<file path="config.mk">
export PLATFORM = sky130hd
export DESIGN_NAME = gf2_mulunit
export DESIGN_NICKNAME = d
export VERILOG_FILES = /design/src/rtl/gf2_pkg.sv /design/src/rtl/gf2_cfg.sv /design/src/rtl/gf2_seq.sv /design/src/rtl/gf2_step.sv /design/src/rtl/gf2_mulunit.sv
export SDC_FILE = /design/constraint.sdc
export NUM_CORES = 1
export LEC_CHECK = 0
export CORE_UTILIZATION = 30
export CTS_BUF_LIST = sky130_fd_sc_hd__clkbuf_2 sky130_fd_sc_hd__clkbuf_4 sky130_fd_sc_hd__clkbuf_8
export DETAILED_ROUTE_END_ITERATION = 6
export PLACE_DENSITY = 0.51
export SYNTH_ARGS = -nofsm -noshare
export SYNTH_HDL_FRONTEND = slang
export SYNTH_SLANG_ARGS = --single-unit
</file>
<file path="constraint.sdc">
create_clock -name clk -period 3.45 [get_ports clk]
set_clock_uncertainty 0.05 [all_clocks]
set_input_delay 0.69 -clock clk [delete_from_list [all_inputs] [get_ports clk]]
set_output_delay 0.69 -clock clk [all_outputs]
set_load 0.05 [all_outputs]
</file>
<file path="src/rtl/gf2_pkg.sv">
package gf2_pkg;
  typedef enum logic [1:0] {
    OP_FIELD  = 2'b00,
    OP_CL_LO  = 2'b01,
    OP_CL_HI  = 2'b10,
    OP_CL_REV = 2'b11
  } gf2_op_e;
endpackage

</file>
<file path="src/rtl/gf2_cfg.sv">
module gf2_cfg #(
  parameter int XLEN  = 64,
  parameter int DEG_W = $clog2(XLEN + 1)
) (
  input  logic             clk,
  input  logic             rst,
  input  logic             we,
  input  logic [DEG_W-1:0] wr_deg,
  input  logic [XLEN-1:0]  wr_poly,
  output logic [DEG_W-1:0] deg,
  output logic [XLEN-1:0]  poly
);
  localparam logic [DEG_W-1:0] DEG_MAX = DEG_W'(XLEN);

  logic wr_ok;
  assign wr_ok = we && (wr_deg != '0) && (wr_deg <= DEG_MAX);

  always_ff @(posedge clk) begin
    if (rst) begin
      deg  <= DEG_MAX;
      poly <= '0;
    end else if (wr_ok) begin
      deg  <= wr_deg;
      poly <= wr_poly;
    end
  end

  // the stored degree always stays within 1..XLEN
  p_deg_range_r11: assert property (@(posedge clk) disable iff (rst)
    (deg != '0) && (deg <= DEG_MAX));

  // an out-of-range degree leaves the whole register untouched
  p_bad_write_r11: assert property (@(posedge clk) disable iff (rst)
    (we && ((wr_deg == '0) || (wr_deg > DEG_MAX))) |=> ($stable(deg) && $stable(poly)));
endmodule

</file>
<file path="src/rtl/gf2_seq.sv">
module gf2_seq #(
  parameter int XLEN  = 64,
  parameter int CNT_W = $clog2(XLEN + 1)
) (
  input  logic clk,
  input  logic rst,
  input  logic start,
  output logic accept,
  output logic busy,
  output logic last,
  output logic done
);
  localparam logic [CNT_W-1:0] CNT_LAST = CNT_W'(XLEN - 1);

  logic [CNT_W-1:0] cnt;

  assign accept = start && !busy;
  assign last   = busy && (cnt == CNT_LAST);

  always_ff @(posedge clk) begin
    if (rst) begin
      busy <= 1'b0;
      done <= 1'b0;
      cnt  <= '0;
    end else begin
      done <= 1'b0;
      if (accept) begin
        busy <= 1'b1;
        cnt  <= '0;
      end else if (busy) begin
        cnt <= cnt + 1'b1;
        if (cnt == CNT_LAST) begin
          busy <= 1'b0;
          done <= 1'b1;
        end
      end
    end
  end

  // done lasts one cycle only
  p_done_pulse_r2: assert property (@(posedge clk) disable iff (rst)
    done |=> !done);

  // busy drops exactly when done rises
  p_busy_end_r2: assert property (@(posedge clk) disable iff (rst)
    $fell(busy) |-> done);

  // the step counter never runs past the last step
  p_cnt_bound_r2: assert property (@(posedge clk) disable iff (rst)
    busy |-> (cnt <= CNT_LAST));

  // a start during a run neither restarts nor ends it
  p_ignore_start_r3: assert property (@(posedge clk) disable iff (rst)
    (busy && start && !last) |=> (busy && !done));
endmodule

</file>
<file path="src/rtl/gf2_step.sv">
module gf2_step #(
  parameter int XLEN  = 64,
  parameter int DEG_W = $clog2(XLEN + 1),
  localparam int W    = 2 * XLEN
) (
  input  logic [W-1:0]     mcand,
  input  logic [W-1:0]     acc,
  input  logic             mbit,
  input  logic             field,
  input  logic [DEG_W-1:0] deg,
  input  logic [XLEN-1:0]  poly,
  output logic [W-1:0]     mcand_nx,
  output logic [W-1:0]     acc_nx
);
  logic [W-1:0] shifted;
  logic [W-1:0] keep;
  logic [W-1:0] red;

  always_comb begin
    acc_nx  = mbit ? (acc ^ mcand) : acc;
    shifted = mcand << 1;
    keep    = ~({W{1'b1}} << deg);
    red     = {{XLEN{1'b0}}, poly} & keep;
    if (field) begin
      mcand_nx = (shifted & keep) ^ (shifted[deg] ? red : '0);
    end else begin
      mcand_nx = shifted;
    end
  end
endmodule

</file>
<file path="src/rtl/gf2_mulunit.sv">
module gf2_mulunit #(
  parameter int XLEN  = 64,
  parameter int DEG_W = $clog2(XLEN + 1)
) (
  input  logic             clk,
  input  logic             rst,
  input  logic             cfg_we,
  input  logic [DEG_W-1:0] cfg_deg,
  input  logic [XLEN-1:0]  cfg_poly,
  input  logic             start,
  input  logic [1:0]       op,
  input  logic [XLEN-1:0]  opa,
  input  logic [XLEN-1:0]  opb,
  output logic             busy,
  output logic             done,
  output logic [XLEN-1:0]  result
);
  import gf2_pkg::*;

  localparam int W = 2 * XLEN;

  logic [DEG_W-1:0] cur_deg;
  logic [XLEN-1:0]  cur_poly;
  logic             accept;
  logic             last;

  logic [W-1:0]     mcand_r, acc_r;
  logic [W-1:0]     mcand_nx, acc_nx;
  logic [XLEN-1:0]  mplier_r;
  gf2_op_e          op_r;
  logic [DEG_W-1:0] deg_r;
  logic [XLEN-1:0]  poly_r;
  logic [XLEN-1:0]  in_mask;
  logic [XLEN-1:0]  out_mask;
  logic             field_in;

  gf2_cfg #(.XLEN(XLEN), .DEG_W(DEG_W)) u_cfg (
    .clk(clk), .rst(rst), .we(cfg_we), .wr_deg(cfg_deg), .wr_poly(cfg_poly),
    .deg(cur_deg), .poly(cur_poly)
  );

  gf2_seq #(.XLEN(XLEN), .CNT_W(DEG_W)) u_seq (
    .clk(clk), .rst(rst), .start(start), .accept(accept),
    .busy(busy), .last(last), .done(done)
  );

  gf2_step #(.XLEN(XLEN), .DEG_W(DEG_W)) u_step (
    .mcand(mcand_r), .acc(acc_r), .mbit(mplier_r[0]),
    .field(op_r == OP_FIELD), .deg(deg_r), .poly(poly_r),
    .mcand_nx(mcand_nx), .acc_nx(acc_nx)
  );

  assign field_in = (gf2_op_e'(op) == OP_FIELD);
  assign in_mask  = field_in ? ~({XLEN{1'b1}} << cur_deg) : {XLEN{1'b1}};
  assign out_mask = ~({XLEN{1'b1}} << deg_r);

  always_ff @(posedge clk) begin
    if (rst) begin
      mcand_r  <= '0;
      acc_r    <= '0;
      mplier_r <= '0;
      op_r     <= OP_FIELD;
      deg_r    <= DEG_W'(XLEN);
      poly_r   <= '0;
      result   <= '0;
    end else if (accept) begin
      mcand_r  <= {{XLEN{1'b0}}, opa & in_mask};
      mplier_r <= opb & in_mask;
      acc_r    <= '0;
      op_r     <= gf2_op_e'(op);
      deg_r    <= cur_deg;
      poly_r   <= cur_poly;
    end else if (busy) begin
      mcand_r  <= mcand_nx;
      acc_r    <= acc_nx;
      mplier_r <= mplier_r >> 1;
      if (last) begin
        unique case (op_r)
          OP_CL_HI:  result <= acc_nx[W-1:XLEN];
          OP_CL_REV: result <= acc_nx[W-2:XLEN-1];
          default:   result <= acc_nx[XLEN-1:0];
        endcase
      end
    end
  end

  // a field product never has bits at or above the degree
  p_field_range_r7: assert property (@(posedge clk) disable iff (rst)
    (done && (op_r == OP_FIELD)) |-> ((result & ~out_mask) == '0));

  // the captured configuration holds for the whole run
  p_snapshot_r12: assert property (@(posedge clk) disable iff (rst)
    (busy && !last) |=> ($stable(deg_r) && $stable(poly_r) && $stable(op_r)));

  // result only changes when an operation completes
  p_result_hold_r1: assert property (@(posedge clk) disable iff (rst)
    !done |-> $stable(result) || $past(last));
endmodule

</file>
==> metrics.csv <==
stage;metric;value;unit
clock_network;worstSkewPairLatency;0.73;ns
synthesis;synth_commonest_cells;nand2_1, dfxtp_1, nor2_1;
global_route;grt_pass1_vias;24493;
global_route;grt_overflow;0;
routing;drt_iter0_markers;2665;
pwr;power.total;0.0153;W
sta;hold_ws;0.250;ns
clock_network;cts_buffer_depth;3;
synthesis;ys_ff_latch;537;
clock_network;cts_root_buffer;clkbuf_8;
layout;seqCellArea;10800;um2
synthesis;ys.flop_type;dfxtp_1;
global_route;grt_max_degree;200;
clock_network;cts_tree;built;
floorplan;ios;271;
synthesis;synth-seq-area-share;0.399;
clock_network;htree_levels;3;
routing;wl_per_cell;22.3;um
setup_path;crit_path_max_incr_delay;0.71;ns
placed_design;place_hpwl;79200;um
setup_path;cp.arrival;3.87;ns
sta;finalHoldViolCount;0;
floorplan;start_util;0.304;
synthesis;yosysTopAreaCell;dfxtp_1;
clock_network;clock-sinks;537;
worst_hold_path;hold_class;in -> reg;
run_status;violations;design-rule violations;
global_route;met1_usage;0.336;
setup_path;critPathCaptureType;flip-flop;
placed_design;globalplace.congestion;0.975;
sta;rsz0062_at_grt;no;
pwr;cellPowerDensity;455;nW/um2
global_route;grt_util_all_layers;0.234;
placed_design;place_ws;0.162;ns
synthesis;async_reset_ff_frac;0;
global_route;grt_pass1_wl;162000;um
synthesis;syn-instance-count;3421;
layout;multi_input_area;15000;um2
floorplan;die_h;302;um
floorplan;die_area;91100;um2
setup_path;cp.required;4.03;ns
global_route;globalRouteMet3Util;0.0361;
synthesis;post_synth.cell_area_avg;7.88;um2
sta;setup_viol;0;
synthesis;syn_area;27000;um2
synthesis;synthDistinctLibCells;74;
routing;ant_nets;0;
clock_network;cts_setup_buffers;0;
setup_path;cp_slowest_cell;dfxtp_2;
placed_design;io_buffer_count;270;
sta;fin_ws;0.162;ns
floorplan;rows;109;
sta;finalCritPeriodShare;0.953;
floorplan;die_width;302;um
setup_path;cp_max_fo;51;
routing;via_count;26082;
layout;n_fill_cell;9244;
clock_network;ctsHoldBuffers;0;
run;drv_cap;0;
setup_path;path_buf_inv;2;
global_route;busiest_layer;met2;
layout;layout-drive-gt1-share;0.105;
clock_network;numCtsBuffers;100;
sta;slew_headroom;0.195;
synthesis;synth_fp_nets;3627;
setup_path;worstSetupStartpointType;flip-flop;
setup_path;crit_type;reg -> reg;
synthesis;synth_top_area_share;0.399;
sta;finalCriticalPeriod;3.29;ns
sta;max_freq;304;MHz
run_status;status;finished with violations;
pwr;power_leakage;11.8;nW
pwr;ir_drop;0.247;mV
layout;fin_nets;3872;
layout;areaGrowthSynthToFinish;24.9;%
setup_path;regToRegSetupSlack;0.16;ns
global_route;antenna_found_initial;1;
routing;drc;7;
synthesis;synthTopCellsByArea;dfxtp_1, nand2_1, a21oi_1;
global_route;grt_use_met2;0.351;
synthesis;yosysMostFrequentCell;nand2_1;
floorplan;coreArea;88800;um2
setup_path;crit_path_cell_trace;buf_12 > mux2i_1 > o211ai_1 > o21bai_1 > o32a_1 > o2111a_1 > buf_12 > a21oi_1 > o21ai_1 > a221oi_2;
sta;worstMarginPinSlew;1.20;ns
synthesis;synth-edff-count;0;
routing;first_pass_iters;7;
routing;wl;109000;um
sta;drv_slew;0;
synthesis;ys.warnings.count;0;
setup_path;cp_common_cell;buf_12;
sta;fin_tns_setup;0;ns
routing;via_per_inst;5.32;
setup_path;cp_top_family;compound AO/OA/AOI/OAI gates;
clock_network;clkTransAtPathRegs;0.06;ns
[repair_timing]
action,CTS,global route
endpoints found under the setup margin,0,3
endpoints found under the hold margin,0,0
gates resized for setup,0,1
[layer usage]
metal | part of all wire | routed length, um
met4 | 0.036 | 3910
met1 | 0.46 | 50500
met2 | 0.43 | 46900
met5 | 0 | 0
met3 | 0.072 | 7850
[worst register-to-register path, delay by kind of cell (launching register included)]
family | cells | cell delay, ns
flops | 1 | 0.71
buf+inv | 2 | 0.48
mux | 1 | 0.55
compound gates | 7 | 1.42
[registers in the layout, summed over array words and instances (netlist names)]
| signal | cells |
|---|---|
| acc_r | 128 |
| deg_r | 7 |
| mcand_r | 128 |
| mplier_r | 64 |
| op_r | 2 |
| poly_r | 64 |
| result | 64 |
| u_cfg.deg | 7 |
| u_cfg.poly | 64 |
| u_seq.busy | 1 |
| u_seq.cnt | 7 |
| u_seq.done | 1 |
[area by class of cell]
class                      instances  share of cell area
clock buffer                     159              0.0594
antenna                            1           0.0000743
sequential                       537               0.320
inverter                          25             0.00286
tap                             1165              0.0433
multi-input combinational       2576               0.447
timing repair buffer             426               0.121
clock inverter                    17             0.00646
[cell usage in the layout (no fill, tap or decap), drive strengths merged, types with 65 or more instances in the layout]
master,netlist,final
a21oi,364,364
and3,65,65
buf,48,157
clkbuf,235,159
clkdlybuf4s50,0,269
dfxtp,537,537
mux2i,153,153
nand2,692,692
nor2,434,434
o21ai,75,75
xnor2,67,67
xor2,206,206
[path summary, 6_finish.rpt]
path	depth (start not counted)	to	startpoint
max	10	mcand_r[47]$_SDFFE_PP0P_	deg_r[3]$_SDFFE_PP0P_
min	2	mplier_r[62]$_SDFFE_PP0P_	rst
max reg2reg	10	mcand_r[47]$_SDFFE_PP0P_	deg_r[3]$_SDFFE_PP0P_
min reg2reg	2	poly_r[7]$_SDFFE_PP0P_	u_cfg.poly[7]$_SDFFE_PP0P_
[through the flow]
stage,cells,util,instance area [um2]
floorplan,3421,-,27000
global placement,4729,0.354,31500
detailed placement,4729,0.354,31500
CTS,4905,0.379,33700
global route,4906,0.379,33700
finish,4906,0.379,33700
[report_power, final]
group          switching (W)  internal, W
logic                0.00123     0.000699
clock network        0.00290      0.00397
registers           0.000166      0.00636
[kinds of logic (layout without fill, tap and decap cells)]
family / count (synthesis) / count (layout) / share of synthesized area
AND/OR/NAND/NOR: 1341 / 1341 / 0.207
AO/OA/AOI/OAI: 787 / 787 / 0.187
flip-flops: 537 / 537 / 0.399
buffers and inverters: 308 / 627 / 0.0454
XOR/XNOR: 273 / 273 / 0.0886
multiplexers: 174 / 174 / 0.0731
adder cells (fa/ha/maj): 1 / 1 / 0.000464
other: 0 / 1 / 0
(Power assumes the default switching activity.)
